**config.mk**
```make
export PLATFORM = sky130hd
export DESIGN_NAME = mbx_req_seq
export DESIGN_NICKNAME = d
export VERILOG_FILES = /design/src/rtl/mbx_seq_pkg.sv /design/src/rtl/mbx_poll_timer.sv /design/src/rtl/mbx_resp_check.sv /design/src/rtl/mbx_word_sel.sv /design/src/rtl/mbx_req_seq.sv
export SDC_FILE = /design/constraint.sdc
export NUM_CORES = 1
export LEC_CHECK = 0
export ABC_AREA = 1
export CORE_ASPECT_RATIO = 0.7
export CORE_MARGIN = 4
export CORE_UTILIZATION = 52
export CTS_CLUSTER_DIAMETER = 80
export DETAILED_ROUTE_END_ITERATION = 7
export DONT_BUFFER_PORTS = 1
export HOLD_SLACK_MARGIN = 0.15
export PLACE_DENSITY_LB_ADDON = 0.15
export SYNTH_ARGS = -nofsm -noshare
export SYNTH_HDL_FRONTEND = slang
export SYNTH_HIERARCHICAL = 1
export SYNTH_SLANG_ARGS = --single-unit
```
**constraint.sdc**
```tcl
create_clock -name clk -period 4.16 [get_ports clk]
set_input_delay 0.832 -clock clk [delete_from_list [all_inputs] [get_ports clk]]
set_output_delay 0.832 -clock clk [all_outputs]
set_load 0.01 [all_outputs]
```
**src/rtl/mbx_seq_pkg.sv**
```systemverilog
// Package: shared types and header field layout for the mailbox request
// sequencer. The field positions are fixed by the responder, which decodes them.
package mbx_seq_pkg;

    localparam int HDR_W        = 32;
    localparam int F_TYPE_LSB   = 0;
    localparam int F_VER_LSB    = 3;
    localparam int F_DIR_BIT    = 7;
    localparam int F_STAT_LSB   = 8;
    localparam int F_RST_BIT    = 24;
    localparam int F_OWN_BIT    = 31;
    localparam logic [2:0] TYPE_SHORT = 3'd2;

    typedef enum logic [1:0] {
        RES_OK      = 2'd0,
        RES_TIMEOUT = 2'd1,
        RES_PROTO   = 2'd2,
        RES_OPFAIL  = 2'd3
    } res_e;

    typedef enum logic [2:0] {
        ST_IDLE,
        ST_PRE_RD,
        ST_PRE_GAP,
        ST_WRITE,
        ST_POST_RD,
        ST_POST_GAP,
        ST_DONE
    } st_e;

    // Compose a request header: direction and status stay zero.
    function automatic logic [HDR_W-1:0] mk_header(input logic [2:0] t,
                                                   input logic [2:0] v,
                                                   input logic       r);
        logic [HDR_W-1:0] h;
        h = '0;
        h[F_TYPE_LSB +: 3] = t;
        h[F_VER_LSB  +: 3] = v;
        h[F_RST_BIT]       = r;
        return h;
    endfunction

endpackage

```
**src/rtl/mbx_poll_timer.sv**
```systemverilog
// Module: mbx_poll_timer
// Counts failed poll attempts in one phase and times the idle gap after each
// miss. Assumes arm_i and miss_i never coincide and POLL_GAP >= 1.
module mbx_poll_timer #(
    parameter int POLL_LIMIT = 20000,
    parameter int POLL_GAP   = 1000
) (
    input  logic clk,
    input  logic rst_n,
    input  logic arm_i,
    input  logic miss_i,
    input  logic in_gap_i,
    output logic last_o,
    output logic gap_over_o
);
    localparam int ATT_W = $clog2(POLL_LIMIT + 1);
    localparam int GAP_W = $clog2(POLL_GAP + 1);
    localparam logic [ATT_W-1:0] ATT_LAST = ATT_W'(POLL_LIMIT - 1);
    localparam logic [GAP_W-1:0] GAP_LOAD = GAP_W'(POLL_GAP - 1);

    logic [ATT_W-1:0] att_q;
    logic [GAP_W-1:0] gap_q;

    // Attempt counter: cleared at phase start, bumped on each missed poll.
    always_ff @(posedge clk) begin
        if (!rst_n || arm_i)
            att_q <= '0;
        else if (miss_i)
            att_q <= att_q + 1'b1;
    end

    // Gap counter: loaded on a miss, counts down while waiting.
    always_ff @(posedge clk) begin
        if (!rst_n)
            gap_q <= '0;
        else if (miss_i)
            gap_q <= GAP_LOAD;
        else if (in_gap_i && gap_q != '0)
            gap_q <= gap_q - 1'b1;
    end

    assign last_o     = (att_q == ATT_LAST);
    assign gap_over_o = (gap_q == '0);

    assert_attempt_bound_R3: assert property (@(posedge clk) disable iff (!rst_n)
        att_q < ATT_W'(POLL_LIMIT));

endmodule

```
**src/rtl/mbx_resp_check.sv**
```systemverilog
// Module: mbx_resp_check
// Classifies the control word read back from the window: ownership before
// the message, ownership after it, and the final verdict. Purely combinational.
module mbx_resp_check
    import mbx_seq_pkg::*;
(
    input  logic [HDR_W-1:0] rdata_i,
    input  logic [2:0]       type_i,
    input  logic [2:0]       ver_i,
    input  logic             rst_req_i,
    output logic             own_pre_o,
    output logic             own_post_o,
    output res_e             verdict_o
);
    logic all_ones;

    // Ownership decisions for the two polling phases.
    always_comb begin
        all_ones   = &rdata_i;
        own_pre_o  = !rdata_i[F_OWN_BIT];
        own_post_o = !rdata_i[F_OWN_BIT] || (rst_req_i && all_ones);
    end

    // Response verdict: reset shortcut, then protocol fields, then status.
    always_comb begin
        if (rst_req_i && all_ones)
            verdict_o = RES_OK;
        else if (rdata_i[F_TYPE_LSB +: 3] != type_i ||
                 rdata_i[F_VER_LSB +: 3] > ver_i ||
                 !rdata_i[F_DIR_BIT])
            verdict_o = RES_PROTO;
        else if (rdata_i[F_STAT_LSB +: 8] != 8'h00)
            verdict_o = RES_OPFAIL;
        else
            verdict_o = RES_OK;
    end

endmodule

```
**src/rtl/mbx_word_sel.sv**
```systemverilog
// Module: mbx_word_sel
// Picks the word to write at a given window index: a payload word below the
// last index, the header at the last index.
module mbx_word_sel
    import mbx_seq_pkg::*;
#(
    parameter int NUM_WORDS = 8,
    parameter int ADDR_W    = 3
) (
    input  logic [(NUM_WORDS-1)*HDR_W-1:0] payload_i,
    input  logic [HDR_W-1:0]               hdr_i,
    input  logic [ADDR_W-1:0]              idx_i,
    output logic [HDR_W-1:0]               word_o
);
    logic [HDR_W-1:0] words [NUM_WORDS];

    for (genvar k = 0; k < NUM_WORDS - 1; k++) begin : g_pay
        assign words[k] = payload_i[k*HDR_W +: HDR_W];
    end
    assign words[NUM_WORDS-1] = hdr_i;

    // Index the window image, zero for out-of-range indices.
    always_comb begin
        if (int'(idx_i) < NUM_WORDS)
            word_o = words[idx_i];
        else
            word_o = '0;
    end

endmodule

```
**src/rtl/mbx_req_seq.sv**
```systemverilog
// Module: mbx_req_seq (top)
// Runs one mailbox exchange per start command: poll for ownership, write the
// message (header last), poll for the hand-back and classify the answer.
// Assumes the bus slave eventually acknowledges every request and that
// NUM_WORDS >= 2. Command inputs are latched at start.
module mbx_req_seq
    import mbx_seq_pkg::*;
#(
    parameter int NUM_WORDS  = 8,
    parameter int POLL_LIMIT = 20000,
    parameter int POLL_GAP   = 1000
) (
    input  logic                           clk,
    input  logic                           rst_n,
    input  logic                           start_i,
    input  logic [2:0]                     msg_type_i,
    input  logic [2:0]                     msg_ver_i,
    input  logic                           reset_req_i,
    input  logic [(NUM_WORDS-1)*HDR_W-1:0] payload_i,
    output logic                           busy_o,
    output logic                           done_o,
    output logic [1:0]                     result_o,
    output logic                           bus_req_o,
    output logic                           bus_we_o,
    output logic [$clog2(NUM_WORDS)-1:0]   bus_addr_o,
    output logic [HDR_W-1:0]               bus_wdata_o,
    input  logic                           bus_ack_i,
    input  logic [HDR_W-1:0]               bus_rdata_i
);
    localparam int ADDR_W  = $clog2(NUM_WORDS);
    localparam int PAY_W   = (NUM_WORDS - 1) * HDR_W;
    localparam logic [ADDR_W-1:0] LAST = ADDR_W'(NUM_WORDS - 1);

    st_e               state_q;
    logic [ADDR_W-1:0] idx_q;
    logic [2:0]        type_q, ver_q;
    logic              rst_q;
    logic [PAY_W-1:0]  pay_q;
    res_e              res_q;

    logic       own_pre, own_post, last, gap_over;
    logic       rd_state, in_gap, miss, arm, owned;
    res_e       verdict;
    logic [HDR_W-1:0] hdr_w;

    assign hdr_w = mk_header(type_q, ver_q, rst_q);

    mbx_resp_check u_chk (
        .rdata_i    (bus_rdata_i),
        .type_i     (type_q),
        .ver_i      (ver_q),
        .rst_req_i  (rst_q),
        .own_pre_o  (own_pre),
        .own_post_o (own_post),
        .verdict_o  (verdict)
    );

    mbx_word_sel #(.NUM_WORDS(NUM_WORDS), .ADDR_W(ADDR_W)) u_sel (
        .payload_i (pay_q),
        .hdr_i     (hdr_w),
        .idx_i     (idx_q),
        .word_o    (bus_wdata_o)
    );

    mbx_poll_timer #(.POLL_LIMIT(POLL_LIMIT), .POLL_GAP(POLL_GAP)) u_tmr (
        .clk        (clk),
        .rst_n      (rst_n),
        .arm_i      (arm),
        .miss_i     (miss),
        .in_gap_i   (in_gap),
        .last_o     (last),
        .gap_over_o (gap_over)
    );

    // Phase decode and timer controls.
    always_comb begin
        rd_state = (state_q == ST_PRE_RD) || (state_q == ST_POST_RD);
        in_gap   = (state_q == ST_PRE_GAP) || (state_q == ST_POST_GAP);
        owned    = (state_q == ST_PRE_RD) ? own_pre : own_post;
        miss     = rd_state && bus_ack_i && !owned && !last;
        arm      = (start_i && state_q == ST_IDLE) ||
                   (state_q == ST_WRITE && bus_ack_i && idx_q == LAST);
    end

    // Bus and status outputs derived from the state.
    always_comb begin
        bus_req_o  = rd_state || (state_q == ST_WRITE);
        bus_we_o   = (state_q == ST_WRITE);
        bus_addr_o = (state_q == ST_WRITE) ? idx_q : LAST;
        busy_o     = (state_q != ST_IDLE);
        done_o     = (state_q == ST_DONE);
        result_o   = res_q;
    end

    // Sequencer state machine with command latching.
    always_ff @(posedge clk) begin
        if (!rst_n) begin
            state_q <= ST_IDLE;
            idx_q   <= '0;
            type_q  <= '0;
            ver_q   <= '0;
            rst_q   <= 1'b0;
            pay_q   <= '0;
            res_q   <= RES_OK;
        end else begin
            case (state_q)
                ST_IDLE: if (start_i) begin
                    type_q  <= msg_type_i;
                    ver_q   <= msg_ver_i;
                    rst_q   <= reset_req_i;
                    pay_q   <= payload_i;
                    state_q <= ST_PRE_RD;
                end
                ST_PRE_RD: if (bus_ack_i) begin
                    if (own_pre) begin
                        state_q <= ST_WRITE;
                        idx_q   <= (type_q == TYPE_SHORT) ? LAST : '0;
                    end else if (last) begin
                        res_q   <= RES_TIMEOUT;
                        state_q <= ST_DONE;
                    end else begin
                        state_q <= ST_PRE_GAP;
                    end
                end
                ST_PRE_GAP: if (gap_over) state_q <= ST_PRE_RD;
                ST_WRITE: if (bus_ack_i) begin
                    if (idx_q == LAST) state_q <= ST_POST_RD;
                    else               idx_q   <= idx_q + 1'b1;
                end
                ST_POST_RD: if (bus_ack_i) begin
                    if (own_post) begin
                        res_q   <= verdict;
                        state_q <= ST_DONE;
                    end else if (last) begin
                        res_q   <= RES_TIMEOUT;
                        state_q <= ST_DONE;
                    end else begin
                        state_q <= ST_POST_GAP;
                    end
                end
                ST_POST_GAP: if (gap_over) state_q <= ST_POST_RD;
                ST_DONE:  state_q <= ST_IDLE;
                default:  state_q <= ST_IDLE;
            endcase
        end
    end

    assert_req_hold_R10: assert property (@(posedge clk) disable iff (!rst_n)
        bus_req_o && !bus_ack_i |=> bus_req_o && $stable(bus_we_o) &&
        $stable(bus_addr_o) && $stable(bus_wdata_o));

    assert_done_single_R1: assert property (@(posedge clk) disable iff (!rst_n)
        done_o |=> !done_o);

    assert_idle_quiet_R1: assert property (@(posedge clk) disable iff (!rst_n)
        !busy_o |-> !bus_req_o && !done_o);

    assert_write_order_R4: assert property (@(posedge clk) disable iff (!rst_n)
        bus_req_o && bus_we_o && bus_ack_i && bus_addr_o != LAST |=>
        bus_req_o && bus_we_o && bus_addr_o == ADDR_W'($past(bus_addr_o) + 1'b1));

    assert_hdr_clean_R6: assert property (@(posedge clk) disable iff (!rst_n)
        bus_req_o && bus_we_o && bus_addr_o == LAST |->
        !bus_wdata_o[F_DIR_BIT] && bus_wdata_o[F_STAT_LSB +: 8] == 8'h00 &&
        !bus_wdata_o[F_OWN_BIT]);

    assert_short_hdr_only_R5: assert property (@(posedge clk) disable iff (!rst_n)
        bus_req_o && bus_we_o && type_q == TYPE_SHORT |-> bus_addr_o == LAST);

endmodule

```
==> flow_metrics.tcl, run 1 <==
set metrics [dict create \
    ys_ff_latch 264 \
    cts_hold_repair.buffers 0 \
    drt-met1-wl_um 21100 \
    finalMaxSlewViolations 0 \
    cts_tree "yes" \
    synth_area_leader_cell "dfxtp_1" \
    first_pass_iters 5 \
    die-area_mm2 0.0301 \
    outcome "completed" \
    ys_warn_count 6 \
    vdd_ir_drop_max_v 0.000311 \
    drc 0 \
    intPower_uw 5800 \
    hold_viol 0 \
    netlist.area_leader.share_pct 37.2 \
    synth_edf_count 0 \
    p_total_uw 10000 \
    ctsResizeCount 0 \
    wl_met3_um 4960 \
    worst-path-max-fanout 54 \
    r2r-start "u_tmr/att_q[0]$_SDFFE_PP0P_" \
    via_count 13400 \
    cpPeakStageDelay_ps 780 \
    insertion_delay_ps 550 \
    drt-total-wl_um 45400 \
    fin_crit_sh_pct 83.3 \
    boundaryPins 308 \
    crit_start "idx_q[1]$_SDFFE_PN0P_" \
    fillCellCount 2788 \
    core_area_mm2 0.0268 \
    reg2reg_depth 11 \
    worstReg2RegEnd "u_tmr/att_q[14]$_SDFFE_PP0P_" \
    synth.top_cells.by_area "dfxtp_1, inv_1, nand2_1" \
    final_cell_mix "inv_1, nand2_1, dfxtp_1" \
    p_seq_share_pct 36.3 \
    area_growth_pct 5.63 \
    wl_met2_um 18500 \
    switchingPower_uw 4230 \
    postRouteAntennaNets 0 \
    grt_start_max_net_pins 246 \
    whs_endpoint "pay_q[168]$_SDFFE_PN0P_" \
    grt_first_pass_wirelength_um 68300 \
    cp.arrival_ps 2630 \
    cts_inserted_buffers 27 \
    viasPerCell 5.17 \
    ys_seq_area_share_pct 37.2 \
    async_reset_ff_share_pct 0 \
    die_y_um 146 \
    final_common_cell "inv_1" \
    syn_area_mm2 0.0142 \
    hpwl_um 32900 \
    top_layer_used "met5" \
    combPwrFrac_pct 38.4 \
    min_path_cells 2 \
    synth.distinct_cells 36 \
    synthFlopType "dfxtp_1" \
    cts_max_path_buffers 3 \
    antenna_found_initial 8 \
    start_kind "register" \
    rows 50 \
    cts_sinks 264 \
    finalSetupViolCount 0 \
    critPathSlowestCell "inv_2" \
    hold_ws_ps 436 \
    grt.overflow.total 0 \
    nets 2467 \
    max_cap_viol_count 0 \
    finalSetupTns_ps 0 \
    start_util_pct 52.9 \
    min_path_type "primary input to register" \
    worst_slew_pin_slew_ps 1320 \
    pwr-share-clk_pct 25.2 \
    portBuffers 0 \
    htree_levels 1 \
    rsz0062_at_grt "false" \
    power.leakage_uw 0.00688 \
    crit_type "register to primary output" \
    endpoint_kind "primary output" \
    avgSynthCellArea_um2 6.29 \
    first_global_vias 11900 \
    cp_common_cell "nand2_1" \
    grt_usage_pct 28.9 \
    cp_cell_sequence "inv_2, buf_4, nand3_1, nand2_1, nand2_1, nand2_1" \
    syn_inst 2258 \
    cts-root-buf "clkbuf_16" \
    finClkSkew_ps 15.8 \
    hold_start "rst_n" \
    drive_above_1_share_pct 4.20 \
    switching_share_pct 42.2 \
    place.gp.congestion 0.898 \
    rrSetupSlack_ps 1510 \
    wl_per_cell_um 17.6 \
    die_w_um 206 \
    clk_pin_slew_ps 70 \
    powerDensity_mw_per_mm2 669 \
    max_freq_ghz 0.289 \
    cp_num_buf_inv 2 \
    fin_crit_ps 3460 \
    post_cts_buffers 0 \
    drt_iter0_markers 1290 \
    critical_path.top_delay_family "buffers and inverters" \
    critPathRequiredTime_ps 3330 \
    slew_headroom_pct 12.0 \
]
## flip-flops by register name, indices dropped and copies added (netlist names)
register,flops
ver_q,3
u_tmr/gap_q,10
rst_q,1
pay_q,224
u_tmr/att_q,15
idx_q,3
result_o,2
type_q,3
state_q,3
## synthesized netlist by cell type (7+ instances only)
master    instances
buf_4            10
clkbuf_1         60
dfxtp_1         264
nand3_1         164
buf_6            34
nor2_1           54
ha_1              7
inv_1           544
buf_2            22
nand2_1         543
o21ai_0         242
a21oi_1         253
## metal layers
layer	GRT usage (%)	vias up
met1	44.1	6019
met2	41.5	553
met5	0	-
li1	-	6702
met4	4.92	12
met3	7.57	67
## worst register-to-register path, delay by kind of cell, from the launching register on
family,cells,cell delay (ps)
AND/OR/NAND/NOR,6,1160
buffers and inverters,2,470
flip-flops,1,390
adder cells (fa/ha/maj),1,260
AO/OA/AOI/OAI,2,250
## final cells by class
type | count | area (um^2) | area share (%)
multi-input cells | 1336 | 6130 | 40.8
flip-flops and latches | 264 | 5290 | 35.3
inverters | 550 | 2070 | 13.8
clock buffers | 37 | 763 | 5.09
well taps | 364 | 455 | 3.04
clock inverters | 13 | 150 | 1.00
repair buffers | 14 | 143 | 0.951
diodes | 3 | 7.51 | 0.0500
## cell families (layout without fill, tap and decap cells)
group / after synthesis / after routing / synth area share [%]
AO/OA/AOI/OAI: 500 / 500 / 17.7
other: 1 / 28 / 0.0264
flip-flops: 264 / 264 / 37.2
buffers and inverters: 682 / 614 / 20.3
adder cells (fa/ha/maj): 7 / 7 / 0.617
XOR/XNOR: 5 / 5 / 0.308
AND/OR/NAND/NOR: 799 / 799 / 23.9
## worst max path at each step
| stage | to | slack, ps | depth (start not counted) |
|---|---|---|---|
| after floorplan | u_tmr/att_q[13]$_SDFFE_PP0P_ | 1790 | 15 |
| after CTS | bus_wdata_o[28] | 720 | 6 |
| after global routing | bus_wdata_o[28] | 580 | 6 |
| after global placement | bus_wdata_o[28] | 1300 | 6 |
| after detailed placement | bus_wdata_o[28] | 1310 | 6 |
| final | bus_wdata_o[28] | 700 | 6 |
## power groups by stage
stage | Combinational (uW) | Clock (uW) | Sequential [uW]
4_1_cts | 3810 | 2560 | 3640
3_5_place_dp | 3780 | 0 | 3690
3_3_place_gp | 3730 | 0 | 3660
5_1_grt | 4350 | 2670 | 3730
6_report | 3860 | 2530 | 3650
2_1_floorplan | 3080 | 0 | 3530
## per-stage QoR
stage	instances	utilization [%]	worst slack (ps)	instance area, um^2
CTS	2578	55.9	719	15000
finish	2581	55.9	696	15000
global placement	2528	52.5	1300	14100
floorplan	2282	-	1790	14300
global route	2578	55.9	576	15000
detailed placement	2528	52.5	1310	14100
Note: power is estimated with default switching activity, not from simulation.
==> run 2, diff against run 1 <==
Settings changed: ABC_AREA 1 to 0.
Clock period 4.16 ns to 3.1 ns, I/O delays scaled along.
==> flow_metrics.tcl, run 2 <==
set metrics [dict create \
    outcome "completed" \
    reg.largest.list "pay_q: 224 flops, u_tmr/att_q: 15 flops, u_tmr/gap_q: 10 flops" \
    grt.overflow.total 0 \
    cts_sinks 264 \
    finalSetupTns_ps 0 \
    ys_seq_area_share_pct 43.8 \
    final_cell_mix "nand2_1, dfxtp_1, a21oi_1" \
    avgSynthCellArea_um2 8.79 \
    post_cts_buffers 0 \
    core_area_mm2 0.0227 \
    critPathRequiredTime_ps 2480 \
    drc 0 \
    grt_usage_pct 23.1 \
    drive_above_1_share_pct 9.95 \
    power.leakage_uw 0.00485 \
    htree_levels 1 \
    finClkSkew_ps 11.9 \
    netlist.area_leader.share_pct 43.8 \
    regMostFlops "pay_q" \
    ys_ff_latch 264 \
    grt_first_pass_wirelength_um 48300 \
    synth.distinct_cells 59 \
    drt-total-wl_um 31300 \
    nets 1611 \
    cts_inserted_buffers 26 \
    synth_area_leader_cell "dfxtp_1" \
    p_total_uw 10600 \
    boundaryPins 308 \
    insertion_delay_ps 520 \
    post-place-ws_ps 258 \
    start_util_pct 53.0 \
    ys_warn_count 6 \
    syn_inst 1371 \
    powerDensity_mw_per_mm2 809 \
    die_y_um 135 \
    async_reset_ff_share_pct 0 \
    portBuffers 0 \
    cts-root-buf "clkbuf_16" \
    worst_slew_pin_slew_ps 610 \
    wl_per_cell_um 18.7 \
    fin_crit_ps 2920 \
    rsz0062_at_grt "false" \
    cts_tree "yes" \
    first_pass_iters 4 \
    ys_top_cells_by_count "nand2_1, dfxtp_1, a21oi_1" \
    largest_register_ffs 224 \
    cts_max_path_buffers 3 \
    finalSetupViolCount 0 \
    area_growth_pct 9.21 \
    place.gp.congestion 0.827 \
    drt_iter0_markers 596 \
    via_count 9422 \
    synthFlopType "dfxtp_1" \
    fin_crit_sh_pct 94.2 \
    first_global_vias 8806 \
    cp.arrival_ps 2300 \
    hpwl_um 21700 \
    postLayoutCellArea_mm2 0.0132 \
    hold_viol 0 \
    max_cap_viol_count 0 \
    rows 46 \
    worst-path-max-fanout 12 \
    grt_start_max_net_pins 126 \
    place_area_mm2 0.0122 \
    max_freq_ghz 0.343 \
    fin_ws_ps 180 \
    start_kind "register" \
    endpoint_kind "primary output" \
    die-area_mm2 0.0257 \
    finalMaxSlewViolations 0 \
    min_path_type "primary input to register" \
    synth.top_cells.by_area "dfxtp_1, nand2_1, a21oi_1" \
    ctsResizeCount 0 \
    synth.most_common_cell "nand2_1" \
    synth_edf_count 0 \
    syn_area_mm2 0.0121 \
    vdd_ir_drop_max_v 0.000433 \
    antenna_found_initial 0 \
    clk_pin_slew_ps 70 \
    slew_headroom_pct 59.3 \
    final_common_cell "nand2_1" \
    cts_hold_repair.buffers 0 \
    crit_type "register to primary output" \
    postRouteAntennaNets 0 \
    viasPerCell 5.65 \
    die_w_um 190 \
    n_antenna_cell 0 \
]
==> run 2: cell types whose count changed after synthesis, moves of 8 or more <==
| cell | change |
|---|---|
| nor2_1 | -31 |
| mux4_1 | +40 |
| nand2_1 | -61 |
| inv_1 | -527 |
| nand3_1 | -154 |
| mux4_2 | +24 |
| xnor2_1 | +12 |
| o21ai_0 | -233 |
| mux2_2 | +32 |
| buf_4 | +11 |
| clkbuf_1 | -24 |
| buf_6 | -25 |
| nor4_1 | +8 |
==> run 2: worst paths after layout <==
check,from,end,slack (ps),cells after the start
worst max-delay path,idx_q[0]$_SDFFE_PN0P_,bus_wdata_o[3],180,3
worst min-delay path,payload_i[194],pay_q[194]$_SDFFE_PN0P_,230,2
worst max register to register,state_q[0]$_SDFFE_PN0P_,u_tmr/att_q[14]$_SDFFE_PP0P_,300,7
worst min register to register,pay_q[107]$_SDFFE_PN0P_,pay_q[107]$_SDFFE_PN0P_,450,2
==> run 2: metrics by stage <==
stage	hold slack [ps]	util (%)	std cells
floorplan	432	-	1395
global placement	438	53.8	1621
detailed placement	442	53.8	1621
CTS	199	57.9	1669
global route	202	57.9	1669
finish	227	57.9	1669
==> run 2: cell families (layout without fill, tap and decap cells) <==
kind of cell | Yosys count | count (layout) | synth area share [%]
AO/OA/AOI/OAI | 279 | 279 | 12.2
AND/OR/NAND/NOR | 581 | 581 | 20.0
other | 1 | 25 | 0.0311
XOR/XNOR | 17 | 17 | 1.24
flip-flops | 264 | 264 | 43.8
multiplexers | 102 | 102 | 16.7
adder cells (fa/ha/maj) | 7 | 7 | 0.726
buffers and inverters | 120 | 82 | 5.24
==> run 2: critical path, stage by stage, from the launching register on <==
cell and delay [ps]:
dfxtp_4 440, buf_4 280, mux4_1 700, mux2_2 350
==> run 2: metal layers <==
metal  wire length, um  up-vias  global-route usage (%)
met5                 0        -                       0
met4               489        0                    3.90
met3              3130       37                    7.83
met2             13900      302                    35.5
met1             13800     4452                    32.5
li1                  -     4631                       -
==> run 2: cell type report <==
class / count / area [um^2]
clock inverter: 14 / 195
clock buffer: 34 / 742
sequential: 264 / 5290
tap: 312 / 390
fill: 2080 / 9570
timing repair buffer: 16 / 233
multi-input combinational: 1011 / 6240
inverter: 18 / 72.6
==> run 2: where the power goes <==
part           internal (uW)  switching (uW)
Combinational           1090            1740
Clock                   2100            1320
Sequential              4000             405
Total                   7190            3460
